File: config.mk
export PLATFORM = sky130hd
export DESIGN_NAME = bus_region_dec
export DESIGN_NICKNAME = d
export VERILOG_FILES = /design/src/rtl/bus_dec_pkg.sv /design/src/rtl/bus_addr_align.sv /design/src/rtl/bus_region_match.sv /design/src/rtl/bus_io_regs.sv /design/src/rtl/bus_region_dec.sv
export SDC_FILE = /design/constraint.sdc
export NUM_CORES = 1
export LEC_CHECK = 0
export BUFFER_PORTS_ARGS = -buffer_cell sky130_fd_sc_hd__buf_2
export CAP_MARGIN = 10
export CORE_AREA = 2 2 95 97
export DETAILED_ROUTE_END_ITERATION = 10
export DIE_AREA = 0 0 97 99
export MAX_ROUTING_LAYER = met4
export SLEW_MARGIN = 10
export SYNTH_ARGS = -nofsm -noshare
export SYNTH_HDL_FRONTEND = slang
export SYNTH_SLANG_ARGS = --single-unit
File: constraint.sdc
create_clock -name clk_i -period 3.4 [get_ports clk_i]
set_clock_uncertainty 0.15 [all_clocks]
set_input_delay 0.68 -clock clk_i [delete_from_list [all_inputs] [get_ports clk_i]]
set_output_delay 0.68 -clock clk_i [all_outputs]
set_load 0.005 [all_outputs]
File: src/rtl/bus_dec_pkg.sv
package bus_dec_pkg;

  typedef enum logic [1:0] {
    SZ_BYTE = 2'b00,
    SZ_HALF = 2'b01,
    SZ_WORD = 2'b10,
    SZ_WIDE = 2'b11
  } acc_size_e;

  localparam int unsigned NREG    = 6;
  localparam int unsigned RG_MAIN = 0;
  localparam int unsigned RG_WRAM = 1;
  localparam int unsigned RG_IO   = 2;
  localparam int unsigned RG_PAL  = 3;
  localparam int unsigned RG_VRAM = 4;
  localparam int unsigned RG_ROM  = 5;

  function automatic logic [31:0] low_mask(int unsigned w);
    if (w >= 32) return '1;
    return (32'd1 << w) - 32'd1;
  endfunction

endpackage

File: src/rtl/bus_addr_align.sv
module bus_addr_align
  import bus_dec_pkg::*;
(
  input  logic [31:0] addr_i,
  input  logic [1:0]  size_i,
  output logic [31:0] addr_o,
  output logic [3:0]  be_o
);

  always_comb begin
    unique case (size_i)
      SZ_BYTE: begin
        addr_o = addr_i;
        be_o   = 4'b0001 << addr_i[1:0];
      end
      SZ_HALF: begin
        addr_o = {addr_i[31:1], 1'b0};
        be_o   = addr_i[1] ? 4'b1100 : 4'b0011;
      end
      default: begin
        addr_o = {addr_i[31:2], 2'b00};
        be_o   = 4'b1111;
      end
    endcase
  end

endmodule

File: src/rtl/bus_region_match.sv
module bus_region_match #(
  parameter int unsigned                 NREG       = 6,
  parameter logic [NREG-1:0][31:0]       MATCH_MASK = '0,
  parameter logic [NREG-1:0][31:0]       MATCH_BASE = '0,
  parameter logic [NREG-1:0][31:0]       LOCAL_MASK = '0
) (
  input  logic            clk_i,
  input  logic            rst_ni,
  input  logic [31:0]     addr_i,
  input  logic            req_i,
  output logic [NREG-1:0] sel_o,
  output logic [31:0]     local_o,
  output logic            err_o
);

  logic [NREG-1:0] hit;

  for (genvar g = 0; g < NREG; g++) begin : g_rg
    assign hit[g] = req_i && ((addr_i & MATCH_MASK[g]) == MATCH_BASE[g]);
  end

  assign sel_o = hit;
  assign err_o = req_i && (hit == '0);

  always_comb begin
    local_o = '0;
    for (int g = 0; g < NREG; g++) begin
      if (hit[g]) local_o = local_o | (addr_i & LOCAL_MASK[g]);
    end
  end

  p_sel_onehot_r5: assert property (@(posedge clk_i) disable iff (!rst_ni)
    $onehot0(sel_o));
  p_err_nosel_r5: assert property (@(posedge clk_i) disable iff (!rst_ni)
    err_o |-> (sel_o == '0 && local_o == '0));
  p_idle_r5: assert property (@(posedge clk_i) disable iff (!rst_ni)
    !req_i |-> (sel_o == '0 && !err_o));

endmodule

File: src/rtl/bus_io_regs.sv
module bus_io_regs
  import bus_dec_pkg::*;
#(
  parameter int unsigned IRQ_W    = 32,
  parameter logic [31:0] IRQ_OFF  = 32'h0000_0010,
  parameter logic [31:0] IME_OFF  = 32'h0000_0008,
  parameter logic [31:0] HALT_OFF = 32'h0000_000D
) (
  input  logic             clk_i,
  input  logic             rst_ni,
  input  logic             sel_i,
  input  logic [31:0]      addr_i,
  input  logic [1:0]       size_i,
  input  logic             lane0_i,
  input  logic             wr_i,
  input  logic [31:0]      wdata_i,
  input  logic [IRQ_W-1:0] irq_src_i,
  output logic [31:0]      rdata_o,
  output logic [IRQ_W-1:0] irq_flags_o,
  output logic             ime_o,
  output logic             halt_o,
  output logic             unimpl_o
);

  localparam int unsigned HLANE = int'(HALT_OFF[1:0]);
  localparam int unsigned HBIT  = 8 * HLANE + 6;

  logic             irq_hit, ime_hit;
  logic             irq_clr, ime_wr, halt_wr;
  logic [1:0]       halt_code;
  logic [IRQ_W-1:0] flags_q, flags_d, clr_mask;
  logic             ime_q, halt_q, halt_d, unimpl_q, unimpl_d;

  assign irq_hit = sel_i && (addr_i[31:2] == IRQ_OFF[31:2]);
  assign ime_hit = sel_i && (addr_i[31:2] == IME_OFF[31:2]);

  assign irq_clr = irq_hit && wr_i && size_i[1];
  assign ime_wr  = ime_hit && wr_i && lane0_i;
  assign halt_wr = sel_i && wr_i && (size_i == SZ_BYTE) && (addr_i == HALT_OFF);

  assign halt_code = wdata_i[HBIT +: 2];
  assign clr_mask  = irq_clr ? wdata_i[IRQ_W-1:0] : '0;
  // sources take priority over a clear of the same bit
  assign flags_d   = (flags_q & ~clr_mask) | irq_src_i;

  always_comb begin
    halt_d   = halt_q;
    unimpl_d = 1'b0;
    if (halt_wr) begin
      unique case (halt_code)
        2'b00:   halt_d = 1'b0;
        2'b10:   halt_d = 1'b1;
        default: unimpl_d = 1'b1;
      endcase
    end
  end

  always_ff @(posedge clk_i or negedge rst_ni) begin
    if (!rst_ni) begin
      flags_q  <= '0;
      ime_q    <= 1'b0;
      halt_q   <= 1'b0;
      unimpl_q <= 1'b0;
    end else begin
      flags_q  <= flags_d;
      if (ime_wr) ime_q <= wdata_i[0];
      halt_q   <= halt_d;
      unimpl_q <= unimpl_d;
    end
  end

  always_comb begin
    rdata_o = '0;
    if (irq_hit)      rdata_o[IRQ_W-1:0] = flags_q;
    else if (ime_hit) rdata_o[0] = ime_q;
  end

  assign irq_flags_o = flags_q;
  assign ime_o       = ime_q;
  assign halt_o      = halt_q;
  assign unimpl_o    = unimpl_q;

  p_w1c_r9: assert property (@(posedge clk_i) disable iff (!rst_ni)
    (irq_clr && irq_src_i == '0) |=>
      (irq_flags_o == ($past(irq_flags_o) & ~$past(wdata_i[IRQ_W-1:0]))));
  p_src_set_r9: assert property (@(posedge clk_i) disable iff (!rst_ni)
    (irq_src_i != '0) |=> ((irq_flags_o & $past(irq_src_i)) == $past(irq_src_i)));
  p_ime_store_r10: assert property (@(posedge clk_i) disable iff (!rst_ni)
    ime_wr |=> (ime_o == $past(wdata_i[0])));
  p_halt_hold_r11: assert property (@(posedge clk_i) disable iff (!rst_ni)
    unimpl_o |-> $stable(halt_o));

endmodule

File: src/rtl/bus_region_dec.sv
module bus_region_dec
  import bus_dec_pkg::*;
#(
  parameter int unsigned MAIN_AW  = 22,
  parameter int unsigned WRAM_AW  = 15,
  parameter int unsigned IO_AW    = 24,
  parameter int unsigned PAL_AW   = 11,
  parameter int unsigned VRAM_AW  = 20,
  parameter int unsigned ROM_AW   = 16,
  parameter int unsigned IRQ_W    = 32,
  parameter logic [31:0] IRQ_OFF  = 32'h0000_0010,
  parameter logic [31:0] IME_OFF  = 32'h0000_0008,
  parameter logic [31:0] HALT_OFF = 32'h0000_000D
) (
  input  logic             clk_i,
  input  logic             rst_ni,
  input  logic [31:0]      addr_i,
  input  logic [1:0]       size_i,
  input  logic [31:0]      wdata_i,
  input  logic             rd_i,
  input  logic             wr_i,
  input  logic [31:0]      mem_rdata_i,
  input  logic [IRQ_W-1:0] irq_src_i,
  output logic [5:0]       sel_o,
  output logic [31:0]      local_addr_o,
  output logic [3:0]       be_o,
  output logic [31:0]      rdata_o,
  output logic             dec_err_o,
  output logic [IRQ_W-1:0] irq_flags_o,
  output logic             ime_o,
  output logic             halt_o,
  output logic             unimpl_o
);

  localparam logic [31:0] TOP8  = 32'hFF00_0000;
  localparam logic [31:0] TOP16 = 32'hFFFF_0000;

  // index order: rom, vram, pal, io, wram, main
  localparam logic [NREG-1:0][31:0] M_MASK = {TOP16, TOP8, TOP8, TOP8, TOP8, TOP8};
  localparam logic [NREG-1:0][31:0] M_BASE = {
    32'hFFFF_0000, 32'h0600_0000, 32'h0500_0000,
    32'h0400_0000, 32'h0300_0000, 32'h0200_0000};
  localparam logic [NREG-1:0][31:0] L_MASK = {
    low_mask(ROM_AW), low_mask(VRAM_AW), low_mask(PAL_AW),
    low_mask(IO_AW),  low_mask(WRAM_AW), low_mask(MAIN_AW)};

  logic [31:0]     addr_al;
  logic [NREG-1:0] sel;
  logic [31:0]     io_rdata;
  logic            mem_sel;

  bus_addr_align u_align (
    .addr_i (addr_i),
    .size_i (size_i),
    .addr_o (addr_al),
    .be_o   (be_o)
  );

  bus_region_match #(
    .NREG       (NREG),
    .MATCH_MASK (M_MASK),
    .MATCH_BASE (M_BASE),
    .LOCAL_MASK (L_MASK)
  ) u_match (
    .clk_i   (clk_i),
    .rst_ni  (rst_ni),
    .addr_i  (addr_al),
    .req_i   (rd_i || wr_i),
    .sel_o   (sel),
    .local_o (local_addr_o),
    .err_o   (dec_err_o)
  );

  bus_io_regs #(
    .IRQ_W    (IRQ_W),
    .IRQ_OFF  (IRQ_OFF),
    .IME_OFF  (IME_OFF),
    .HALT_OFF (HALT_OFF)
  ) u_io (
    .clk_i       (clk_i),
    .rst_ni      (rst_ni),
    .sel_i       (sel[RG_IO]),
    .addr_i      (local_addr_o),
    .size_i      (size_i),
    .lane0_i     (be_o[0]),
    .wr_i        (wr_i),
    .wdata_i     (wdata_i),
    .irq_src_i   (irq_src_i),
    .rdata_o     (io_rdata),
    .irq_flags_o (irq_flags_o),
    .ime_o       (ime_o),
    .halt_o      (halt_o),
    .unimpl_o    (unimpl_o)
  );

  assign mem_sel = |(sel & ~(NREG'(1) << RG_IO));
  assign sel_o   = sel;

  always_comb begin
    if (mem_sel)        rdata_o = mem_rdata_i;
    else if (sel[RG_IO]) rdata_o = io_rdata;
    else                rdata_o = '0;
  end

  p_pal_local_r3: assert property (@(posedge clk_i) disable iff (!rst_ni)
    sel_o[RG_PAL] |-> ((local_addr_o & ~low_mask(PAL_AW)) == '0));
  p_err_rdata_r5: assert property (@(posedge clk_i) disable iff (!rst_ni)
    dec_err_o |-> (rdata_o == '0));

endmodule

==> results of run 1 <==
kinds of logic (layout without fill, tap and decap cells):
group           after synthesis  after routing  share of synthesized area, %
buf+inv                      29            267                         7.305
mux                           2              2                        0.9740
flops                        35             35                         37.88
other cells                   1              9                        0.1622
simple gates                106            106                         27.22
compound gates               75             75                         26.08
xor+xnor                      1              1                        0.3789
flip-flops by register name, indices dropped and copies added, names as in the netlist:
| signal | count |
|---|---|
| u_io.halt_o | 1 |
| u_io.ime_o | 1 |
| u_io.irq_flags_o | 32 |
| u_io.unimpl_o | 1 |
through the flow:
stage / setup TNS, ns / hold slack [ns] / area (µm²) / std cells / setup slack, ns
6_report: -0.08039 / 0.3162 / 3861 / 603 / -0.01889
3_3_place_gp: -2.629 / 0.3238 / 3657 / 589 / -0.1108
5_1_grt: -2.273 / 0.3640 / 3861 / 603 / -0.09638
2_1_floorplan: 0 / 0.2344 / 2338 / 256 / 0.09117
3_5_place_dp: -2.633 / 0.3300 / 3657 / 589 / -0.1170
4_1_cts: -0.07071 / 0.3495 / 3851 / 601 / -0.02432
layout make-up:
class	instances	area, µm²	share of cell area (%)
Antenna cell	1	2.502	0.06481
Clock buffer	5	68.82	1.782
Clock inverter	3	43.79	1.134
Inverter	2	7.507	0.1944
Multi-Input combinational cell	192	1316	34.09
Sequential cell	35	875.8	22.68
Tap cell	108	135.1	3.500
Timing Repair Buffer	257	1411	36.55
power by group through the flow:
stage                     logic (W)  clock network, W  registers (W)
after detailed placement   0.000145                 0       0.000424
final                      0.000147          0.000372       0.000416
after floorplan           0.0000438                 0       0.000424
after global routing       0.000163          0.000406       0.000416
after CTS                  0.000148          0.000391       0.000416
after global placement     0.000143                 0       0.000424
layout by cell type, fill, tap and decap left out, types with 5 or more instances in the layout:
| cell type | synthesis | final |
|---|---|---|
| conb_1 | 1 | 8 |
| and3_1 | 5 | 5 |
| nor2_1 | 11 | 9 |
| buf_4 | 14 | 16 |
| buf_2 | 6 | 235 |
| a21o_1 | 34 | 34 |
| nand3_1 | 37 | 37 |
| dfrtp_1 | 35 | 35 |
| a22o_1 | 31 | 31 |
| nor3_1 | 7 | 7 |
| clkbuf_8 | 0 | 5 |
| nor2b_1 | 12 | 12 |
| and2_1 | 8 | 8 |
repair_timing:
action	in CTS	in global routing
gates resized for setup	7	0
gates cloned	2	0
setup buffers	2	1
pin swaps	12	2
setup endpoints to repair	32	32
worst max-delay path: cells and delay by family:
family	cells	cell delay, ns
AND/OR/NAND/NOR	4	1.29
buffers and inverters	3	0.37
AO/OA/AOI/OAI	1	0.24
cells in the mapped netlist, types with 2 or more instances:
library cell   n  area share, %
nand3_1       37            8.0
dfrtp_1       35             38
a21o_1        34             11
a22o_1        31             12
buf_4         14            4.5
nor2b_1       12            3.2
nor2_1        11            1.8
and2_1         8            2.2
nor3_1         7            1.5
buf_2          6            1.3
and3_1         5            1.4
clkbuf_1       4           0.65
nand2_1        4           0.65
and4_1         3            1.1
buf_1          3           0.49
nor4_1         3           0.81
o21bai_1       3           0.97
inv_1          2           0.32
mux2_1         2           0.97
nand4_1        2           0.54
nor4b_1        2           0.76
nor4bb_1       2           0.87
metal layers:
layer	wire [µm]	up-vias
met4	117	0
met3	690	10
met1	3536	1367
met2	4535	142
met5	0	-
li1	-	1419
final timing paths:
path	from	endpoint	slack [ns]	cells past startpoint
hold / removal	rst_ni	u_io.irq_flags_o[8]	0.32	1
max in group asynchronous	rst_ni	u_io.irq_flags_o[15]	2.29	1
min in group clk_i	u_io.halt_o	u_io.halt_o	0.34	1
setup / recovery	addr_i[27]	rdata_o[29]	-0.02	8
setup reg to reg	u_io.ime_o	u_io.ime_o	2.42	1
hold reg to reg	u_io.halt_o	u_io.halt_o	0.34	1
==> impl_metrics.toml, run 1 <==
[run_status]
status = "complete, but fails checks"
violations = "negative setup slack"

[global_route]
antenna_found_initial = 1
first_global_vias = 2719
grt_remaining_overflow = 0
busiest_layer = "met2"
use_met2_pct = 30.24
grt_use_met3_pct = 4.113
grt_usage_pct = 17.48
use_met1_pct = 20.65
grt_pass1_wl_um = 13340
grt_max_degree = 36

[timing]
period_share_pct = 100.6
worst_slew_pin_slew_ns = 0.7764
rsz0062_at_grt = "yes"
fin_crit_ns = 3.419
fin_ws_ns = -0.01889
setup_viol = 11
maxSlewViolCount = 0
relSlewSlack_pct = 48.24
fmax_ghz = 0.2925
final_hold_viol_count = 0

[worst_setup_path]
worst-setup-path-type = "in2out"
crit_chain = "buf_6, or4_4, nor4b_4, nand2_1, and4_4, buf_12, a22o_1, buf_2"
cp_max_fo = 27
worstPathArrival_ns = 2.59
cp.required_ns = 2.57
slowest_delay_ns = 0.58
critPathCaptureType = "primary output"
startpoint_type = "primary input"
slowest_stage = "or4_4"

[drt]
via_count = 2938
wl_um = 8880
viasPerCell = 4.872
post_drt_wl_per_cell_um = 14.73
firstDrtPassIters = 4
ant_nets = 0
drc = 0
drt_iter0_markers = 54

[yosys]
synth_area_mm2 = 0.002312
ys_seq_elements = 35
syn_avg_cell_area_um2 = 9.286
synth_warnings = 0
synth_seq_area_share_pct = 37.88
synthCells = 249
synth_edf_count = 0
ys.flop_type = "dfrtp_1"
synth_cell_type_count = 41
async_reset_ff_share_pct = 100.0

[min_path]
worstHoldPathType = "in2async"

[cells_and_area]
fill_cells = 867
flow.area_growth_from_synthesis_pct = 66.99
nets = 627
layout-drive-gt1-share_pct = 55.47
final_core_util_pct = 45.16

[power_and_ir_drop]
power_density_mw_per_mm2 = 242.0
leakage_nw = 1.911
switching_share_pct = 24.00
clockPowerShare_pct = 39.8
pwr-share-seq_pct = 44.5
vdd_drop_max_mv = 0.1961
total_power_w = 0.0009343
intPower_w = 0.0007101
pwr-share-comb_pct = 15.7
p_sw_w = 0.0002243

[cts]
cts.sinks = 35
cts_buffers = 5
clk_latency_ns = 0.28
cts_root_buffer = "clkbuf_8"
cts_tree = "built"
clock_path_buffers = 2
cts_hold_buf = 0
clk_pin_slew_worst_paths_ns = 0.08
htreeDepth = 2

[placed_design]
dp_hpwl_um = 7144
routabilityCongestion = 0.8700
port_buffers = 235

[floorplanning]
initial_utilization_pct = 27.04
die_w_um = 97
row_count = 34
ios = 244
core-area_mm2 = 0.008551
die_h_um = 99
die_area_mm2 = 0.009603

[run]
cap_violations = 0
Power figures use the tool's default switching activity.
==> inputs of run 2 (changes only) <==
--- a/config.mk
+++ b/config.mk
@@ -7,10 +7,13 @@
 export LEC_CHECK = 0
 export BUFFER_PORTS_ARGS = -buffer_cell sky130_fd_sc_hd__buf_2
 export CAP_MARGIN = 10
-export CORE_AREA = 2 2 95 97
+export CELL_PAD_IN_SITES_DETAIL_PLACEMENT = 1
+export CELL_PAD_IN_SITES_GLOBAL_PLACEMENT = 1
+export CORE_UTILIZATION = 23
+export CTS_BUF_LIST = sky130_fd_sc_hd__clkbuf_4 sky130_fd_sc_hd__clkbuf_8 sky130_fd_sc_hd__clkbuf_16
 export DETAILED_ROUTE_END_ITERATION = 10
-export DIE_AREA = 0 0 97 99
 export MAX_ROUTING_LAYER = met4
+export PLACE_DENSITY_LB_ADDON = 0.1
 export SLEW_MARGIN = 10
 export SYNTH_ARGS = -nofsm -noshare
 export SYNTH_HDL_FRONTEND = slang
==> impl_metrics.toml, run 2 (synthesized netlist as in run 1, its figures left out) <==
[worst_setup_path]
path_delay_family = "simple AND/OR/NAND/NOR gates"
worst-setup-path-type = "in2out"
worstPathArrival_ns = 2.62
crit_chain = "buf_6, or4_4, nor4b_4, o2111a_1, and4_4, buf_12, a22o_1, buf_2"
critPathCaptureType = "primary output"
slowest_delay_ns = 0.57
cp_max_fo = 17
startpoint_type = "primary input"
cp.required_ns = 2.57
slowest_stage = "or4_4"
crit_buf_inv = 3

[floorplanning]
row_count = 36
core-area_mm2 = 0.009774
ios = 244
initial_utilization_pct = 23.66
die_h_um = 102.3
die_w_um = 102.3
die_area_mm2 = 0.01046

[timing]
fin_ws_ns = -0.05318
fmax_ghz = 0.2896
period_share_pct = 101.6
setup_viol = 27
rsz0062_at_grt = "yes"
holdWs_ns = 0.3331
fin_crit_ns = 3.453
relSlewSlack_pct = 44.36
final_hold_viol_count = 0
worst_slew_pin_slew_ns = 0.8345
maxSlewViolCount = 0

[cells_and_area]
final_cell_mix = "buf_2 (234), nand3_1 (37), dfrtp_1 (35)"
fin_cells = 632
layout-drive-gt1-share_pct = 55.91
flow.area_growth_from_synthesis_pct = 68.29
nets = 632
largest_reg_flops = 32
stdcell_area_mm2 = 0.003891
final_common_cell = "buf_2"
insertedDiodeCount = 0
fill_cells = 1247

[drt]
post_drt_wl_per_cell_um = 15.35
ant_nets = 0
via_count = 2935
viasPerCell = 4.644
wl_um = 9700
drt_iter0_markers = 61
drc = 0
firstDrtPassIters = 4

[placed_design]
routabilityCongestion = 0.7592
dp_cells = 617
port_buffers = 235
dp_hpwl_um = 7847
dpl_cell_area_mm2 = 0.003686

[global_route]
grt_max_degree = 36
grt_pass1_wl_um = 14120
grt_remaining_overflow = 0
antenna_found_initial = 0
first_global_vias = 2817
grt_usage_pct = 18.16

[power_and_ir_drop]
power_density_mw_per_mm2 = 226.2
leakage_nw = 1.914
vdd_drop_max_mv = 0.1306

[min_path]
worstHoldPathType = "in2async"

[run_status]
violations = "negative setup slack"
status = "complete, but fails checks"

[cts]
clock_path_buffers = 2
cts_root_buffer = "clkbuf_8"
clk_pin_slew_worst_paths_ns = 0.08
cts_tree = "built"
clk_latency_ns = 0.29
htreeDepth = 2
cts.sinks = 35
cts_buffers = 5
cts_hold_buf = 0

[run]
cap_violations = 0
==> run 2: power breakdown <==
| part | switching (W) | leakage [nW] | internal [W] |
|---|---|---|---|
| combinational | 0.0000709 | 1.55 | 0.0000761 |
| sequential | 0.0000000000186 | 0.322 | 0.000416 |
| clock | 0.000171 | 0.0408 | 0.000147 |
| total | 0.000242 | 1.91 | 0.000638 |
==> run 2: final cells by class <==
cell class	count	area, µm²	area share [%]
Inverter	2	7.507	0.1929
Sequential cell	35	875.8	22.51
Timing Repair Buffer	262	1433	36.82
Clock buffer	5	68.82	1.768
Multi-Input combinational cell	192	1316	33.83
Tap cell	133	166.4	4.277
Clock inverter	3	23.77	0.6109
==> run 2: final timing paths <==
path	slack (ns)	depth (start not counted)	end	startpoint
min in group clk_i	0.35	1	u_io.halt_o	u_io.halt_o
worst min register to register	0.35	1	u_io.halt_o	u_io.halt_o
worst max-delay path	-0.05	8	rdata_o[21]	addr_i[27]
worst min-delay path	0.33	1	u_io.irq_flags_o[8]	rst_ni
max in group asynchronous	2.24	1	u_io.irq_flags_o[5]	rst_ni
worst max register to register	2.44	1	u_io.ime_o	u_io.ime_o
==> run 2: stage by stage <==
stage	utilization, %	setup slack (ns)	TNS (ns)	power (W)
after CTS	39.62	-0.04577	-0.8224	0.0009040
after global placement	37.71	-0.1127	-2.503	0.0005674
after detailed placement	37.71	-0.1098	-2.812	0.0005711
final	39.81	-0.05318	-1.004	0.0008801
after floorplan	-	0.09117	0	0.0004681
after global routing	39.81	-0.1276	-2.997	0.0009297
==> run 2: per-layer routing <==
| metal | vias to the layer above | GRT usage [%] | share of wire (%) |
|---|---|---|---|
| li1 | 1416 | - | - |
| met1 | 1380 | 20.32 | 40 |
| met2 | 134 | 32.83 | 52 |
| met3 | 5 | 4.036 | 7.9 |
| met4 | 0 | 3.956 | 0.74 |
| met5 | - | - | 0 |
==> run 2: timing repair <==
| item | in CTS | in global routing |
|---|---|---|
| cloned | 1 | 0 |
| buffers inserted | 4 | 2 |
| setup endpoints to repair | 32 | 32 |
| resized for setup | 10 | 1 |
| pin swaps | 4 | 9 |
